$ cat config.mk
export PLATFORM = sky130hd
export DESIGN_NAME = lpc_hc_regblk
export DESIGN_NICKNAME = d
export VERILOG_FILES = /design/src/rtl/lpc_hc_pkg.sv /design/src/rtl/lpc_hc_decode.sv /design/src/rtl/lpc_hc_cfg_regs.sv /design/src/rtl/lpc_hc_irq_stat.sv /design/src/rtl/lpc_hc_regblk.sv
export SDC_FILE = /design/constraint.sdc
export NUM_CORES = 1
export LEC_CHECK = 0
export BUFFER_PORTS_ARGS = -buffer_cell sky130_fd_sc_hd__buf_2
export CORE_MARGIN = 3
export CORE_UTILIZATION = 50
export CTS_CLUSTER_DIAMETER = 60
export DETAILED_ROUTE_END_ITERATION = 8
export PLACE_DENSITY = 0.77
export SETUP_SLACK_MARGIN = 0.05
export SYNTH_ARGS = -nofsm -noshare
export SYNTH_HDL_FRONTEND = slang
export SYNTH_HIERARCHICAL = 1
export SYNTH_SLANG_ARGS = --single-unit
export TNS_END_PERCENT = 1
$ cat constraint.sdc
create_clock -name clk -period 3.5 [get_ports clk]
set_input_delay 0.175 -clock clk [delete_from_list [all_inputs] [get_ports clk]]
set_output_delay 0.175 -clock clk [all_outputs]
set_load 0.05 [all_outputs]
$ cat src/rtl/lpc_hc_pkg.sv
package lpc_hc_pkg;
  localparam int DW = 32;
  localparam int N_SERIRQ = 17;
  localparam int N_SYNC = 8;
  localparam int LRESET_BIT = 10;
  localparam logic [DW-1:0] SIZE_RST = 32'h0200_0000;

  localparam logic [7:0] OFS_SEG  = 8'h24;
  localparam logic [7:0] OFS_SIZE = 8'h28;
  localparam logic [7:0] OFS_SER  = 8'h30;
  localparam logic [7:0] OFS_MASK = 8'h34;
  localparam logic [7:0] OFS_STAT = 8'h38;
  localparam logic [7:0] OFS_ERR  = 8'h40;

  typedef enum logic [2:0] {
    SEL_NONE, SEL_SEG, SEL_SIZE, SEL_SER, SEL_MASK, SEL_STAT, SEL_ERR
  } reg_sel_e;
endpackage

$ cat src/rtl/lpc_hc_decode.sv
module lpc_hc_decode #(
  parameter int ADDR_W = 12
) (
  input  logic [ADDR_W-1:0]      addr,
  input  logic [2:0]             size,
  output lpc_hc_pkg::reg_sel_e   sel,
  output logic                   size_ok
);
  import lpc_hc_pkg::*;

  function automatic logic hit(input logic [ADDR_W-1:0] a, input logic [7:0] ofs);
    return a == ADDR_W'(ofs);
  endfunction

  assign size_ok = (size == 3'd4);

  always_comb begin
    sel = SEL_NONE;
    if      (hit(addr, OFS_SEG))  sel = SEL_SEG;
    else if (hit(addr, OFS_SIZE)) sel = SEL_SIZE;
    else if (hit(addr, OFS_SER))  sel = SEL_SER;
    else if (hit(addr, OFS_MASK)) sel = SEL_MASK;
    else if (hit(addr, OFS_STAT)) sel = SEL_STAT;
    else if (hit(addr, OFS_ERR))  sel = SEL_ERR;
  end
endmodule

$ cat src/rtl/lpc_hc_cfg_regs.sv
module lpc_hc_cfg_regs (
  input  logic                     clk,
  input  logic                     rst,
  input  logic                     wr_en,
  input  lpc_hc_pkg::reg_sel_e     sel,
  input  logic [31:0]              wdata,
  input  logic                     err_capture,
  input  logic [31:0]              err_addr,
  output logic [31:0]              seg_q,
  output logic [31:0]              size_q,
  output logic [31:0]              ser_q,
  output logic [31:0]              mask_q,
  output logic [31:0]              err_q
);
  import lpc_hc_pkg::*;

  always_ff @(posedge clk) begin
    if (rst) begin
      seg_q  <= '0;
      size_q <= SIZE_RST;
      ser_q  <= '0;
      mask_q <= '0;
    end else if (wr_en) begin
      case (sel)
        SEL_SEG:  seg_q  <= wdata;
        SEL_SIZE: size_q <= wdata;
        SEL_SER:  ser_q  <= wdata;
        SEL_MASK: mask_q <= wdata;
        default: ;
      endcase
    end
  end

  // Error address: loaded by hardware only
  always_ff @(posedge clk) begin
    if (rst)              err_q <= '0;
    else if (err_capture) err_q <= err_addr;
  end
endmodule

$ cat src/rtl/lpc_hc_irq_stat.sv
module lpc_hc_irq_stat (
  input  logic                              clk,
  input  logic                              rst,
  input  logic [lpc_hc_pkg::N_SERIRQ-1:0]   evt_serirq,
  input  logic                              evt_lreset,
  input  logic [lpc_hc_pkg::N_SYNC-1:0]     evt_sync,
  input  logic                              clr_en,
  input  logic [31:0]                       clr_bits,
  input  logic [31:0]                       mask,
  output logic [31:0]                       evt_vec,
  output logic [31:0]                       stat_q,
  output logic                              irq_q
);
  import lpc_hc_pkg::*;

  // Serial IRQ n lands on bit DW-1-n; sync bits land at their own index
  for (genvar b = 0; b < DW; b++) begin : g_map
    if (b >= DW - N_SERIRQ) begin : g_ser
      assign evt_vec[b] = evt_serirq[DW-1-b];
    end else if (b == LRESET_BIT) begin : g_lrst
      assign evt_vec[b] = evt_lreset;
    end else if (b < N_SYNC) begin : g_sync
      assign evt_vec[b] = evt_sync[b];
    end else begin : g_rsvd
      assign evt_vec[b] = 1'b0;
    end
  end

  logic [31:0] clr_mask;
  assign clr_mask = clr_en ? clr_bits : '0;

  always_ff @(posedge clk) begin
    if (rst) begin
      stat_q <= '0;
      irq_q  <= 1'b0;
    end else begin
      stat_q <= (stat_q & ~clr_mask) | evt_vec;   // event wins
      irq_q  <= |(stat_q & mask);
    end
  end
endmodule

$ cat src/rtl/lpc_hc_regblk.sv
module lpc_hc_regblk #(
  parameter int ADDR_W = 12
) (
  input  logic              clk,
  input  logic              rst,
  input  logic              bus_valid,
  input  logic              bus_write,
  input  logic [ADDR_W-1:0] bus_addr,
  input  logic [2:0]        bus_size,
  input  logic [31:0]       bus_wdata,
  output logic              rd_valid,
  output logic [31:0]       rd_data,
  input  logic [16:0]       evt_serirq,
  input  logic              evt_lreset,
  input  logic [7:0]        evt_sync,
  input  logic              err_capture,
  input  logic [31:0]       err_addr,
  output logic              irq_out
);
  import lpc_hc_pkg::*;

  reg_sel_e    sel;
  logic        size_ok;
  logic        wr_en;
  logic        clr_en;
  logic [31:0] seg_q, size_q, ser_q, mask_q, err_q, stat_q, evt_vec;

  lpc_hc_decode #(.ADDR_W(ADDR_W)) u_dec (
    .addr(bus_addr), .size(bus_size), .sel(sel), .size_ok(size_ok)
  );

  assign wr_en  = bus_valid & bus_write & size_ok;
  assign clr_en = wr_en & (sel == SEL_STAT);

  lpc_hc_cfg_regs u_cfg (
    .clk(clk), .rst(rst), .wr_en(wr_en), .sel(sel), .wdata(bus_wdata),
    .err_capture(err_capture), .err_addr(err_addr),
    .seg_q(seg_q), .size_q(size_q), .ser_q(ser_q), .mask_q(mask_q), .err_q(err_q)
  );

  lpc_hc_irq_stat u_irq (
    .clk(clk), .rst(rst), .evt_serirq(evt_serirq), .evt_lreset(evt_lreset),
    .evt_sync(evt_sync), .clr_en(clr_en), .clr_bits(bus_wdata), .mask(mask_q),
    .evt_vec(evt_vec), .stat_q(stat_q), .irq_q(irq_out)
  );

  logic [31:0] rd_mux;
  always_comb begin
    rd_mux = '1;
    if (size_ok) begin
      case (sel)
        SEL_SEG:  rd_mux = seg_q;
        SEL_SIZE: rd_mux = size_q;
        SEL_SER:  rd_mux = ser_q;
        SEL_MASK: rd_mux = mask_q;
        SEL_STAT: rd_mux = stat_q;
        SEL_ERR:  rd_mux = err_q;
        default:  rd_mux = '1;
      endcase
    end
  end

  always_ff @(posedge clk) begin
    if (rst) begin
      rd_valid <= 1'b0;
      rd_data  <= '0;
    end else begin
      rd_valid <= bus_valid & ~bus_write;
      if (bus_valid & ~bus_write) rd_data <= rd_mux;
    end
  end
endmodule

==> results.cfg <==
[clocking]
cts_sinks = 226
cts_resized = 0
cts_buffer_depth = 3
clkLatencyLatePin_ps = 520
cts_inserted_buffers = 24
clockRootBuffer = clkbuf_16
cts.clk_slew.worst_paths_ps = 60
cts.hold.buffers_added = 90
htreeDepth = 1
post-cts-setup-buffers = 0
tritoncts = yes

[route]
post-route-drc-count = 0
top_layer_used = met4
dr.pass1.iters = 5
finalWirelength_microns = 31600
wl_met3_microns = 2670
met2_length_microns = 14500
wl_met1_microns = 13600
vias_per_cell = 5.81
final_antenna_net_count = 0
drt_iter0_drc = 788
wl_per_cell_microns = 20.5
via_count = 8943

[timing]
min_period_ps = 2800
clock-skew-final_ps = 4.88
tns_ps = 0
setup_slack_ps = 700
slew_headroom_pct = 26.3
fmax_mhz = 357
slew_violations = 0
rsz0062_at_grt = no
max_slew.worst_pin.slew_ps = 1100
timing.final.crit_share_pct = 80.0
final-hold-violation-count = 0
setup_viol_count_final = 0

[global_routing]
grt_pass1_vias = 8775
grt_util_all_layers_pct = 27.3
grt_pass1_wl_microns = 48600
antenna_found_initial = 0
grt_max_degree = 94
gr-total-overflow = 0

[worst_setup_path]
crit_required_ps = 3880
critPathMaxStageDelay_ps = 590
rr_worst_depth = 3
cp_common_cell = and3_1
startpoint_type = primary input
reg2reg_from = u_irq/stat_q[3]
path_max_fanout = 9
regToRegEndpoint = u_irq/irq_q
arrival_ps = 3180
path_cells = buf_2, nor3b_1, and3_1, and3_1, buf_4, nand2_1, a21oi_1, dlygate4sd3_1, nor2_1
crit_slowest_cell = and3_1
r2r_setup_slack_ps = 2030
end_kind = flop
path_class = primary input to flop

[floorplan]
fp.dieH_microns = 150
ios = 144
die_x_microns = 150
dieArea_sq_um = 22600
core_sq_um = 20400
start_util_pct = 51.2
core.rowCount = 52

[hold_path]
hold_path.class = primary input to flop
hold_path_startpoint = bus_wdata[13]
holdPathStages = 3
hold_end = u_irq/stat_q[13]

[job]
drv_cap = 0

[finish]
antenna_cells = 0
area_growth_pct = 24.4
final_layout_size_suffix_gt1_share_pct = 19.7
final_util_pct = 63.7
post-route-cell-area_sq_um = 13000
nets = 1363

[synth]
syn_area_sq_um = 10400
yosysWarnings = 6
synth_nets = 1152
syn_inst = 1042
avgSynthCellArea_sq_um = 10.0

[placed_design]
post_dp_cell_area_sq_um = 11300
hpwl_microns = 20300
pre_cts_slack_ps = 941
place.gp.congestion = 0.874
port_buffers = 143

[power_and_ir_drop]
powerDensity_nw_per_um2 = 444
power_mw = 5.76
peakVddDrop_v = 0.000358
leakage_nw = 5.58

[outcome]
status = finished, final reports clean
## metal layers
metal  vias up  global-route usage (%)
li1       4099                       -
met1      4367                    37.4
met2       406                    43.8
met3        71                    5.12
met4         0                    8.28
met5         -                       0
## power breakdown
group	internal, mW	switching, mW
clock network	1.51	1.03
registers	2.64	0.0689
logic	0.228	0.278
total	4.38	1.37
## registers in the layout (all words and copies together), names as in the netlist
signal        count
rd_data          32
u_cfg/err_q      32
u_cfg/mask_q     32
u_cfg/seg_q      32
u_cfg/ser_q      32
u_cfg/size_q     32
u_irq/stat_q     32
rd_valid          1
u_irq/irq_q       1
## critical path: cells and delay by family
kind | cells | cell delay [ps]
compound gates | 1 | 180
buf+inv | 3 | 940
simple gates | 5 | 1850
## stage by stage
step	hold slack, ps	cells
floorplan	292	1042
global placement	378	1407
detailed placement	385	1407
CTS	2.47	1539
global route	5.04	1539
finish	9.26	1539
## area by class of cell
cell class,instances,area (sq um)
clock inverter,7,85.1
timing repair buffer,267,1920
tap,270,338
fill,1639,7400
sequential,226,4520
clock buffer,35,693
inverter,4,15.0
multi-input combinational,730,5400
## worst max path at each step
stage / start / end / slack, ps / depth (start not counted)
2_1_floorplan: bus_addr[0] / u_irq/stat_q[10] / 1130 / 11
3_3_place_gp: bus_size[1] / u_irq/stat_q[20] / 950 / 8
3_5_place_dp: bus_size[1] / u_irq/stat_q[20] / 940 / 8
4_1_cts: bus_size[1] / u_irq/stat_q[20] / 890 / 9
5_1_grt: bus_size[1] / u_irq/stat_q[27] / 650 / 9
6_report: bus_size[1] / u_irq/stat_q[19] / 700 / 9
## cell usage in the layout (no fill, tap or decap), types with 14 or more instances in the layout
cell and instances:
a211oi_1 14, a21oi_1 41, a22o_1 19, a22oi_1 36
buf_2 142, buf_4 31, clkbuf_16 25, dfxtp_1 226
dlygate4sd3_1 90, mux2i_1 195, nand2_1 34, nand2b_1 164
nor2_1 99, o22a_1 19
Power figures use the tool's default switching activity.
